==> src/rtl/acal_pkg.sv <==
// Shared types and helpers for the autocalibration sequencer.
// Assumes two's-complement correction words of ACAL_DW bits.
package acal_pkg;
    localparam int ACAL_DW = 16;

    typedef logic signed [ACAL_DW-1:0] corr_t;

    // Saturating signed difference a - b, clamped to the corr_t range.
    function automatic corr_t sat_sub(input corr_t a, input corr_t b);
        logic signed [ACAL_DW:0] d;
        d = {a[ACAL_DW-1], a} - {b[ACAL_DW-1], b};
        if (d[ACAL_DW] != d[ACAL_DW-1])
            return d[ACAL_DW] ? {1'b1, {(ACAL_DW-1){1'b0}}} : {1'b0, {(ACAL_DW-1){1'b1}}};
        return d[ACAL_DW-1:0];
    endfunction
endpackage

==> src/rtl/acal_step_seq.sv <==
// Calibration step sequencer. Counts the whole routine from request
// release to busy falling, issues one measurement request per step,
// collects the first response in each step's window and produces one
// store write per step. Assumes CAL_CYCLES > N_ENTRIES*(MEAS_WAIT+1).
module acal_step_seq
    import acal_pkg::*;
#(
    parameter int N_ENTRIES  = 10,
    parameter int MEAS_WAIT  = 32,
    parameter int CAL_CYCLES = 85530
) (
    input  logic                         clk,
    input  logic                         rst_n,
    input  logic                         cal_req,
    input  logic                         meas_valid,
    input  corr_t                        meas_value,
    input  corr_t                        offset_entry,
    output logic                         busy,
    output logic                         fin,
    output logic                         meas_start,
    output logic [$clog2(N_ENTRIES)-1:0] meas_sel,
    output logic                         wr_en,
    output logic [$clog2(N_ENTRIES)-1:0] wr_idx,
    output corr_t                        wr_data
);
    localparam int IDX_W     = $clog2(N_ENTRIES);
    localparam int PH_W      = $clog2(MEAS_WAIT + 1);
    localparam int CNT_W     = $clog2(CAL_CYCLES + 1);
    localparam int LAST_STEP = N_ENTRIES - 1;

    logic [CNT_W-1:0] cnt_q;
    logic             busy_q;
    logic             fin_q;
    logic [IDX_W-1:0] step_q;
    logic [PH_W-1:0]  phase_q;
    logic             done_q;
    logic             got_q;
    corr_t            cap_q;
    logic             run;
    corr_t            measured;

    // Total-length counter: busy drops on the CAL_CYCLES-th edge, then one finishing cycle.
    always_ff @(posedge clk or posedge cal_req) begin
        if (cal_req) begin
            cnt_q  <= '0;
            busy_q <= 1'b1;
            fin_q  <= 1'b0;
        end else if (!rst_n) begin
            cnt_q  <= '0;
            busy_q <= 1'b1;
            fin_q  <= 1'b0;
        end else if (busy_q) begin
            cnt_q <= cnt_q + 1'b1;
            if (cnt_q == CNT_W'(CAL_CYCLES - 1)) begin
                busy_q <= 1'b0;
                fin_q  <= 1'b1;
            end
        end else begin
            fin_q <= 1'b0;
        end
    end

    // Step and phase walk, with first-response capture inside each window.
    always_ff @(posedge clk or posedge cal_req) begin
        if (cal_req) begin
            step_q  <= '0;
            phase_q <= '0;
            done_q  <= 1'b0;
            got_q   <= 1'b0;
            cap_q   <= '0;
        end else if (!rst_n) begin
            step_q  <= '0;
            phase_q <= '0;
            done_q  <= 1'b0;
            got_q   <= 1'b0;
            cap_q   <= '0;
        end else if (busy_q && !done_q) begin
            if (phase_q == PH_W'(MEAS_WAIT)) begin
                phase_q <= '0;
                got_q   <= 1'b0;
                cap_q   <= '0;
                if (step_q == IDX_W'(LAST_STEP))
                    done_q <= 1'b1;
                else
                    step_q <= step_q + 1'b1;
            end else begin
                phase_q <= phase_q + 1'b1;
                if (phase_q != '0 && meas_valid && !got_q) begin
                    got_q <= 1'b1;
                    cap_q <= meas_value;
                end
            end
        end
    end

    // Request, write strobe and derived correction for the current step.
    always_comb begin
        run        = busy_q & rst_n & ~cal_req;
        meas_start = run & ~done_q & (phase_q == '0);
        wr_en      = run & ~done_q & (phase_q == PH_W'(MEAS_WAIT));
        measured   = got_q ? cap_q : (meas_valid ? meas_value : '0);
        wr_data    = (step_q == '0) ? measured : sat_sub(measured, offset_entry);
    end

    assign meas_sel = step_q;
    assign wr_idx   = step_q;
    assign busy     = busy_q;
    assign fin      = fin_q;
endmodule

==> src/rtl/acal_corr_ram.sv <==
// Correction store: N_ENTRIES signed words written by the sequencer.
// All entries are readable in parallel for the conversion lookup.
// Cleared by a calibration request or by reset.
module acal_corr_ram
    import acal_pkg::*;
#(
    parameter int N_ENTRIES = 10
) (
    input  logic                         clk,
    input  logic                         rst_n,
    input  logic                         cal_req,
    input  logic                         wr_en,
    input  logic [$clog2(N_ENTRIES)-1:0] wr_idx,
    input  corr_t                        wr_data,
    output corr_t                        entries [N_ENTRIES]
);
    localparam int IDX_W = $clog2(N_ENTRIES);

    for (genvar i = 0; i < N_ENTRIES; i++) begin : g_entry
        corr_t word_q;

        // One stored correction word, written when its index is selected.
        always_ff @(posedge clk or posedge cal_req) begin
            if (cal_req)
                word_q <= '0;
            else if (!rst_n)
                word_q <= '0;
            else if (wr_en && wr_idx == IDX_W'(i))
                word_q <= wr_data;
        end

        assign entries[i] = word_q;
    end
endmodule

==> src/rtl/acal_corr_apply.sv <==
// Conversion correction. Subtracts the offset entry, plus each weight
// entry whose high-order raw bit is set, from the raw word. Clamps the
// difference to the unsigned range and registers it. A word offered in
// the finishing cycle is parked and served one cycle later.
// Assumes N_ENTRIES-1 <= ACAL_DW.
module acal_corr_apply
    import acal_pkg::*;
#(
    parameter int N_ENTRIES = 10
) (
    input  logic               clk,
    input  logic               rst_n,
    input  logic               cal_req,
    input  logic               busy,
    input  logic               fin,
    input  logic               conv_valid,
    input  logic [ACAL_DW-1:0] conv_raw,
    input  corr_t              entries [N_ENTRIES],
    output logic               res_valid,
    output logic [ACAL_DW-1:0] res_data
);
    localparam int DW    = ACAL_DW;
    localparam int SUM_W = DW + $clog2(N_ENTRIES) + 1;
    localparam int DIF_W = SUM_W + 1;

    logic                    pend_q;
    logic [DW-1:0]           pend_raw_q;
    logic                    ready;
    logic [DW-1:0]           op_raw;
    logic signed [SUM_W-1:0] term [N_ENTRIES];
    logic signed [SUM_W-1:0] sum;
    logic signed [DIF_W-1:0] diff;
    logic [DW-1:0]           clamped;

    assign ready  = ~busy & ~fin;
    assign op_raw = pend_q ? pend_raw_q : conv_raw;

    for (genvar k = 0; k < N_ENTRIES; k++) begin : g_term
        if (k == 0) begin : g_off
            assign term[k] = {{(SUM_W-DW){entries[k][DW-1]}}, entries[k]};
        end else begin : g_bit
            assign term[k] = op_raw[DW-k] ? {{(SUM_W-DW){entries[k][DW-1]}}, entries[k]} : '0;
        end
    end

    // Accumulate the selected correction terms.
    always_comb begin
        sum = '0;
        for (int k = 0; k < N_ENTRIES; k++)
            sum = sum + term[k];
    end

    // Subtract and clamp into 0 .. 2**DW-1.
    always_comb begin
        diff = $signed({{(DIF_W-DW){1'b0}}, op_raw}) - {sum[SUM_W-1], sum};
        if (diff[DIF_W-1])
            clamped = '0;
        else if (|diff[DIF_W-2:DW])
            clamped = '1;
        else
            clamped = diff[DW-1:0];
    end

    // Result register plus the parking slot for the finishing cycle.
    always_ff @(posedge clk or posedge cal_req) begin
        if (cal_req) begin
            pend_q     <= 1'b0;
            pend_raw_q <= '0;
            res_valid  <= 1'b0;
            res_data   <= '0;
        end else if (!rst_n) begin
            pend_q     <= 1'b0;
            pend_raw_q <= '0;
            res_valid  <= 1'b0;
            res_data   <= '0;
        end else begin
            res_valid <= 1'b0;
            if (fin && conv_valid) begin
                pend_q     <= 1'b1;
                pend_raw_q <= conv_raw;
            end else if (ready && (pend_q || conv_valid)) begin
                res_valid <= 1'b1;
                res_data  <= clamped;
                pend_q    <= 1'b0;
            end
        end
    end
endmodule

==> src/rtl/autocal_seq.sv <==
// Top of the autocalibration sequencer. It connects the step
// sequencer, the correction store and the conversion correction path.
// cal_req is an asynchronous clear; rst_n is a synchronous active-low reset.
module autocal_seq
    import acal_pkg::*;
#(
    parameter int N_BITS     = 9,
    parameter int MEAS_WAIT  = 32,
    parameter int CAL_CYCLES = 85530
) (
    input  logic                            clk,
    input  logic                            rst_n,
    input  logic                            cal_req,
    output logic                            busy,
    output logic                            meas_start,
    output logic [$clog2(N_BITS+1)-1:0]     meas_sel,
    input  logic                            meas_valid,
    input  logic signed [ACAL_DW-1:0]       meas_value,
    input  logic                            conv_valid,
    input  logic [ACAL_DW-1:0]              conv_raw,
    output logic                            res_valid,
    output logic [ACAL_DW-1:0]              res_data
);
    localparam int N_ENTRIES = N_BITS + 1;
    localparam int IDX_W     = $clog2(N_ENTRIES);

    logic             fin;
    logic             wr_en;
    logic [IDX_W-1:0] wr_idx;
    corr_t            wr_data;
    corr_t            entries [N_ENTRIES];

    acal_step_seq #(
        .N_ENTRIES  (N_ENTRIES),
        .MEAS_WAIT  (MEAS_WAIT),
        .CAL_CYCLES (CAL_CYCLES)
    ) seq_i (
        .clk          (clk),
        .rst_n        (rst_n),
        .cal_req      (cal_req),
        .meas_valid   (meas_valid),
        .meas_value   (meas_value),
        .offset_entry (entries[0]),
        .busy         (busy),
        .fin          (fin),
        .meas_start   (meas_start),
        .meas_sel     (meas_sel),
        .wr_en        (wr_en),
        .wr_idx       (wr_idx),
        .wr_data      (wr_data)
    );

    acal_corr_ram #(
        .N_ENTRIES (N_ENTRIES)
    ) ram_i (
        .clk     (clk),
        .rst_n   (rst_n),
        .cal_req (cal_req),
        .wr_en   (wr_en),
        .wr_idx  (wr_idx),
        .wr_data (wr_data),
        .entries (entries)
    );

    acal_corr_apply #(
        .N_ENTRIES (N_ENTRIES)
    ) apply_i (
        .clk        (clk),
        .rst_n      (rst_n),
        .cal_req    (cal_req),
        .busy       (busy),
        .fin        (fin),
        .conv_valid (conv_valid),
        .conv_raw   (conv_raw),
        .entries    (entries),
        .res_valid  (res_valid),
        .res_data   (res_data)
    );
endmodule

==> config.mk <==
export PLATFORM = sky130hd
export DESIGN_NAME = autocal_seq
export DESIGN_NICKNAME = d
export VERILOG_FILES = /design/src/rtl/acal_pkg.sv /design/src/rtl/acal_step_seq.sv /design/src/rtl/acal_corr_ram.sv /design/src/rtl/acal_corr_apply.sv /design/src/rtl/autocal_seq.sv
export SDC_FILE = /design/constraint.sdc
export NUM_CORES = 1
export LEC_CHECK = 0
export ABC_CLOCK_PERIOD_IN_PS = 8000
export CAP_MARGIN = 20
export CORE_ASPECT_RATIO = 1.75
export CORE_MARGIN = 3
export CORE_UTILIZATION = 30
export DETAILED_ROUTE_END_ITERATION = 8
export RECOVER_POWER = 100
export SETUP_SLACK_MARGIN = 0.05
export SYNTH_ARGS = -nofsm -noshare
export SYNTH_HDL_FRONTEND = slang
export SYNTH_SLANG_ARGS = --single-unit
==> constraint.sdc <==
create_clock -name clk -period 8 [get_ports clk]
set_input_delay 0.8 -clock clk [delete_from_list [all_inputs] [get_ports clk]]
set_output_delay 0.8 -clock clk [all_outputs]
set_load 0.01 [all_outputs]
# After elaboration in Yosys (flattened, before gate mapping)
# Cells that the tools add are included.
# word_totals
ff_bits	241
inputBits	37
out_inout_bits	23
wordCells	182
# classes
n_addsub	14
n_eq_ne	33
mux	77
bitwise	10
n_reduce_logical	26
# ops
cell	count
16-bit 2-to-1 mux	38
21-bit 2-to-1 mux	9
21-bit adder	8
17-bit 2-to-1 mux	2
2-bit by 1-bit inequality test with 1-bit output (second input constant)	16
17-bit by 21-bit subtractor with 22-bit output	1
16-bit by 21-bit adder with 21-bit output	1
1-bit 2-to-1 mux	21
6-bit 2-to-1 mux	3
17-bit by 1-bit adder with 17-bit output (second input constant)	1
17-bit == test (second input constant)	1
16-bit by 16-bit subtractor with 17-bit output	1
4-bit by 3-bit == test with 1-bit output (second input constant)	4
4-bit 2-to-1 mux	4
1-bit logical AND	15
4-bit by 2-bit == test with 1-bit output (second input constant)	2
4-bit == test (second input constant)	2
6-bit by 1-bit adder with 6-bit output (second input constant)	1
1-bit AND	6
6-bit == test (second input constant)	1
6-bit logical NOT	1
3-bit by 1-bit inequality test with 1-bit output (second input constant)	2
3-bit AND reduction	2
6-bit nonzero test	1
11 further kinds	17

# Logic depth before layout (Yosys ltp)
# depth
depth_word	18
ltp_mapped	34
depth_no_buf	30

# Hierarchy
# A second synthesis with hierarchy kept.
# unflattened
cells_unflattened	1790
area_unflattened_um2	17700.7
# modules_own_cells
mod	n_inst	cells_each	area_per_inst_um2	seq_area_each_um2
acal_corr_apply	1	801	7480.9	850.8
acal_corr_ram	1	549	6578.8	4003.8
acal_step_seq	1	440	3641.0	1177.4

# Worst setup path after synthesis
# No wires, ideal clock.
# synth_timing
path_kind	input -> register
from	input port cal_req
to	register ram_i.g_entry[6].word_q[2]
setup_ps	139
arrival_time_ps	7684
required_time_ps	7861
setup_slack_ps	177
stages	9
path_buffers	2
cell_sequence	inv_1 nand4_2 nor3b_1 buf_2 nand2_1 and2_0 buf_2 nand2_1 o21ai_0
# synth_via
elab_chain_cells	6
# synth_lines
item	line_no	text
start: declaration	autocal_seq.sv:13	input logic cal_req,
1-bit inverter	acal_step_seq.sv:98	run = busy_q & rst_n & ~cal_req;
1-bit AND	acal_step_seq.sv:98	
1-bit AND (2 in series)	acal_step_seq.sv:100	wr_en = run & ~done_q & (phase_q == PH_W'(MEAS_WAIT));
1-bit logical AND	acal_corr_ram.sv:28	else if (wr_en && wr_idx == IDX_W'(i))
2-bit by 1-bit inequality test with 1-bit output (no source line)	--	
end signal: assignment	acal_corr_ram.sv:29	word_q <= wr_data;
end: declaration	acal_corr_ram.sv:20	corr_t word_q;
# Every way passes these cells.
# A chain may end at the register's enable or synchronous reset.

# Worst setup path after layout
# layout_timing
from	input port conv_raw[11]
to	register apply_i.res_data[5]
# layout_via
elab_chain_cells	14
# layout_lines
item	line_no	text
start: declaration	autocal_seq.sv:20	input logic [ACAL_DW-1:0] conv_raw,
16-bit 2-to-1 mux *	acal_corr_apply.sv:36	assign op_raw = pend_q ? pend_raw_q : conv_raw;
21-bit 2-to-1 mux	acal_corr_apply.sv:42	assign term[k] = op_raw[DW-k] ? {{(SUM_W-DW){entries[k][DW-1]}}, entries[k]} : '0;
21-bit adder (5 in series)	acal_corr_apply.sv:50	sum = sum + term[k];
17-bit by 21-bit subtractor with 22-bit output *	acal_corr_apply.sv:55	diff = $signed({{(DIF_W-DW){1'b0}}, op_raw}) - {sum[SUM_W-1], sum};
5-bit OR reduction	acal_corr_apply.sv:58	else if (|diff[DIF_W-2:DW])
16-bit 2-to-1 mux	acal_corr_apply.sv:58	
16-bit 2-to-1 mux *	acal_corr_apply.sv:56	if (diff[DIF_W-1])
16-bit 2-to-1 mux *	acal_corr_apply.sv:81	end else if (ready && (pend_q || conv_valid)) begin
16-bit 2-to-1 mux *	acal_corr_apply.sv:78	if (fin && conv_valid) begin
16-bit 2-to-1 mux *	acal_corr_apply.sv:71	end else if (!rst_n) begin
end signal: assignment	acal_corr_apply.sv:83	res_data <= clamped;
end: declaration	acal_corr_apply.sv:20	output logic [ACAL_DW-1:0] res_data
# Mark *: on every way between the ends. The rest lies on a longest branch, timed or not. The select of a mux whose other input is x is not followed.

==> impl_results.md <==
* Outcome: finished with violations
* Failing checks: max-capacitance violations, max-slew violations
* Clock buffer depth at 3
* Nets at approximately 2.2k
* Largest net degree at the start of global routing at 110
* Final hold vios at 0
* Area share of the largest cell type after synthesis at between 30% and 40%
* Asr flop ratio synth at 100%
* Hold WC Path Type: register to register
* Relative slew slack at -149%
* Post-Syn Nets at 2,048
* Max cap viols at 4
* Critical R2R Launch: apply_i.pend_q$_DFFE_PP0P_
* Cell taking the most area after synthesis: dfrtp_1
* Area grow syn2layout at 17.8%
* Routed WL at 49,900 µm
* DRT iter0 DRCs at roughly 770
* Register area share after synthesis at about 35%
* Drt first pass iters at 5
* CP most frequent cell: fa_1
* Vias/cell at 4.98
* Static Leak at 9.36 nW
* Number of cells on the worst reg-to-reg path at 32
* Fmax at 132 MHz
* Slowest cell on the critical path: fa_1
* Skew final at 0.0330 ns
* Layout cell share with drive strength beyond 1 at about a tenth
* Final setup violation count at 0
* Placed cell count at about 2.6k
* Initial Util at between 30% and 40%
* DIE HEIGHT at 321 µm
* Post-synth design cell area at 17,000 µm²
* Gate Count Post-Synth at around 1.8k
* Grt total ovfl at 0
* Post-route total power at approximately 3.4 mW
* Top post-synthesis cells by area: dfrtp_1 35%, fa_1 16%, nand2_1 7.2%, ha_1 4.7%, o21ai_0 4.4%
* Peak supply drop at roughly 140 µV
* RSZ-0062 raised after global routing: no
* FF-to-FF setup slack at around 0.52 ns
* Placed cell areas at between 15,000 and 20,000 µm²
* Vias at between 10k and 15k
* Mean Syn Cell Area at roughly 9.4 µm²
* Clock slew at reported path FFs at around 0.060 ns
* Gpl congestion at about 0.9
* Period utilisation layout at roughly 95%
* Final hold slack at 0.476 ns
* First-pass GRT wire length at approximately 79,000 µm
* Most used DFF post-synth: dfrtp_1
* Htree depth at 1
* Post-Layout Inst Area at around 20,000 µm²
* Clk_lat worst skew at 0.58 ns
* Core ar. at 56,300 µm²
* Slew Limit Fails at 249
* Post-layout minimum cycle time at ~7.6 ns
* Post-Layout Cell Count at between 2k and 3k
* Crit path depth at 33
* Most frequent cells in the layout: 325 x nand2_1, 239 x dfrtp_1, 171 x inv_1
* Clk root buf: clkbuf_16
* #FFs+latches synth at 241
* Crit-path max cell delay at between 0.6 and 0.7 ns
* Worst EP required at between 8 and 9 ns
* Number of port buffers at 59
* Power per cell area at around 170 nW/µm²
* # rows at 115
* TritonCTS Buffers at 26
* Most common cell after layout, fill and taps aside: nand2_1
* ANT nets after route at 0
* WL per Instance at around 18 µm
* Drt drc at 0
* Width of the die at ~190 µm
* TritonCTS clock tree: yes
* # IOs at 60
* Cts hold-fix bufs at 0
* Worst-path fanout max at 16
* EDFF count, synth at 0
* Library cells used by synthesis at 79
* Yosys Warn Count at 0
* Initial antenna violation count at 0
* Setup crit start: conv_raw[11]
* Worst setup path endpoint: apply_i.res_data[5]$_DFFE_PP0P_
* Die area at 59,800 µm²
* RR Endpoint: apply_i.res_data[5]$_DFFE_PP0P_
* Worst EP arrival at 8.02 ns
* CP top delay family: adder cells
* Slew @ Worst Pin at 3.73 ns
* Dpl hpwl at around 40,000 µm
* Clk sinks at ~240
* Critical path endpoint category: register
* Vias in the first global route at around 14k
* GRT Total Usage at approximately 17%
* Setup CP Type: primary input to register
* N_diodes at 0
* CP Launch Type: primary input
* Crit path buf inv count at 9
==> layout make-up <==
| class | count | area, µm² |
|---|---|---|
| Fill cell | 5706 | 36200 |
| Multi-Input combinational cell | 1321 | 10000 |
| Sequential cell | 241 | 6030 |
| Timing Repair Buffer | 159 | 1390 |
| Tap cell | 760 | 951 |
| Clock buffer | 29 | 682 |
| Inverter | 172 | 653 |
| Clock inverter | 19 | 310 |
==> worst min-delay path, cell delays in order, from the launching register on <==
cell and delay, ns:
dfrtp_1 0.34, nand2_1 0.04, o21ai_0 0.06
==> layer usage <==
layer  vias to the layer above  global-route usage (%)  routed length (µm)
met5                         -                       0                   0
li1                       6315                       -                   -
met2                       301                    32.1               27200
met1                      6704                    18.2               18600
met3                       123                    1.70                1600
met4                         0                    7.77                2620
==> worst min path at each step <==
stage	end	cells past startpoint	slack, ns	startpoint
finish	ram_i.g_entry[6].word_q[2]$_DFFE_PP0P_	2	0.48	ram_i.g_entry[6].word_q[2]$_DFFE_PP0P_
global route	ram_i.g_entry[5].word_q[14]$_DFFE_PP0P_	2	0.50	ram_i.g_entry[5].word_q[14]$_DFFE_PP0P_
CTS	ram_i.g_entry[6].word_q[14]$_DFFE_PP0P_	2	0.48	ram_i.g_entry[6].word_q[14]$_DFFE_PP0P_
detailed placement	ram_i.g_entry[7].word_q[11]$_DFFE_PP0P_	2	0.46	ram_i.g_entry[7].word_q[11]$_DFFE_PP0P_
global placement	ram_i.g_entry[5].word_q[12]$_DFFE_PP0P_	2	0.45	ram_i.g_entry[5].word_q[12]$_DFFE_PP0P_
floorplan	ram_i.g_entry[1].word_q[1]$_DFFE_PP0P_	2	0.43	ram_i.g_entry[1].word_q[1]$_DFFE_PP0P_
==> cells by family after synthesis <==
| family | Yosys count | share of synthesized area (%) |
|---|---|---|
| simple gates | 620 | 17.2 |
| compound gates | 416 | 16.4 |
| buf+inv | 250 | 5.74 |
| flops | 241 | 35.4 |
| fa+ha+maj | 200 | 20.6 |
| xor+xnor | 58 | 2.98 |
| mux | 27 | 1.70 |
==> cells in the mapped netlist, types with 12 or more instances <==
cell type  instances
nand2_1          325
dfrtp_1          240
inv_1            172
o21ai_0          151
fa_1             135
nor2b_1           66
ha_1              64
clkbuf_1          60
and2_1            55
nor2_1            50
a21oi_1           49
nand3_1           44
xnor2_1           33
a21boi_0          30
a22o_1            27
xor2_1            25
o31ai_1           24
o41ai_1           19
a32oi_1           18
mux2_2            15
nor3_1            14
buf_2             13
a21o_1            12
mux2i_1           12
==> sequential cells by signal (all words and copies together), names as in the netlist <==
| name | cells |
|---|---|
| apply_i.pend_raw_q | 16 |
| seq_i.got_q | 1 |
| apply_i.res_valid | 1 |
| ram_i.g_entry.word_q | 160 |
| seq_i.busy | 1 |
| apply_i.res_data | 16 |
| apply_i.pend_q | 1 |
| seq_i.fin | 1 |
| seq_i.cap_q | 16 |
| seq_i.meas_sel | 4 |
| seq_i.phase_q | 6 |
| seq_i.done_q | 1 |
| seq_i.cnt_q | 17 |
==> power by group <==
part	switching, mW	internal, mW	leakage (nW)
Combinational	0.401	0.285	5.56
Clock	0.552	0.849	0.477
Sequential	0.0232	1.25	3.33
==> what timing repair did <==
action	CTS	global route
endpoints found under the setup margin	0	16
endpoints found under the hold margin	0	0
gates resized for setup	0	7
setup buffers	0	2
==> through the flow <==
stage | utilization (%) | setup TNS (ns) | worst slack [ns]
3_3_place_gp | 33.9 | -2.38 | -0.151
4_1_cts | 35.6 | 0 | 0.283
2_1_floorplan | - | 0 | 0.177
6_report | 35.7 | 0 | 0.428
3_5_place_dp | 33.9 | -4.05 | -0.265
5_1_grt | 35.7 | 0 | 0.0290
Note: power is estimated with default switching activity, not from simulation.
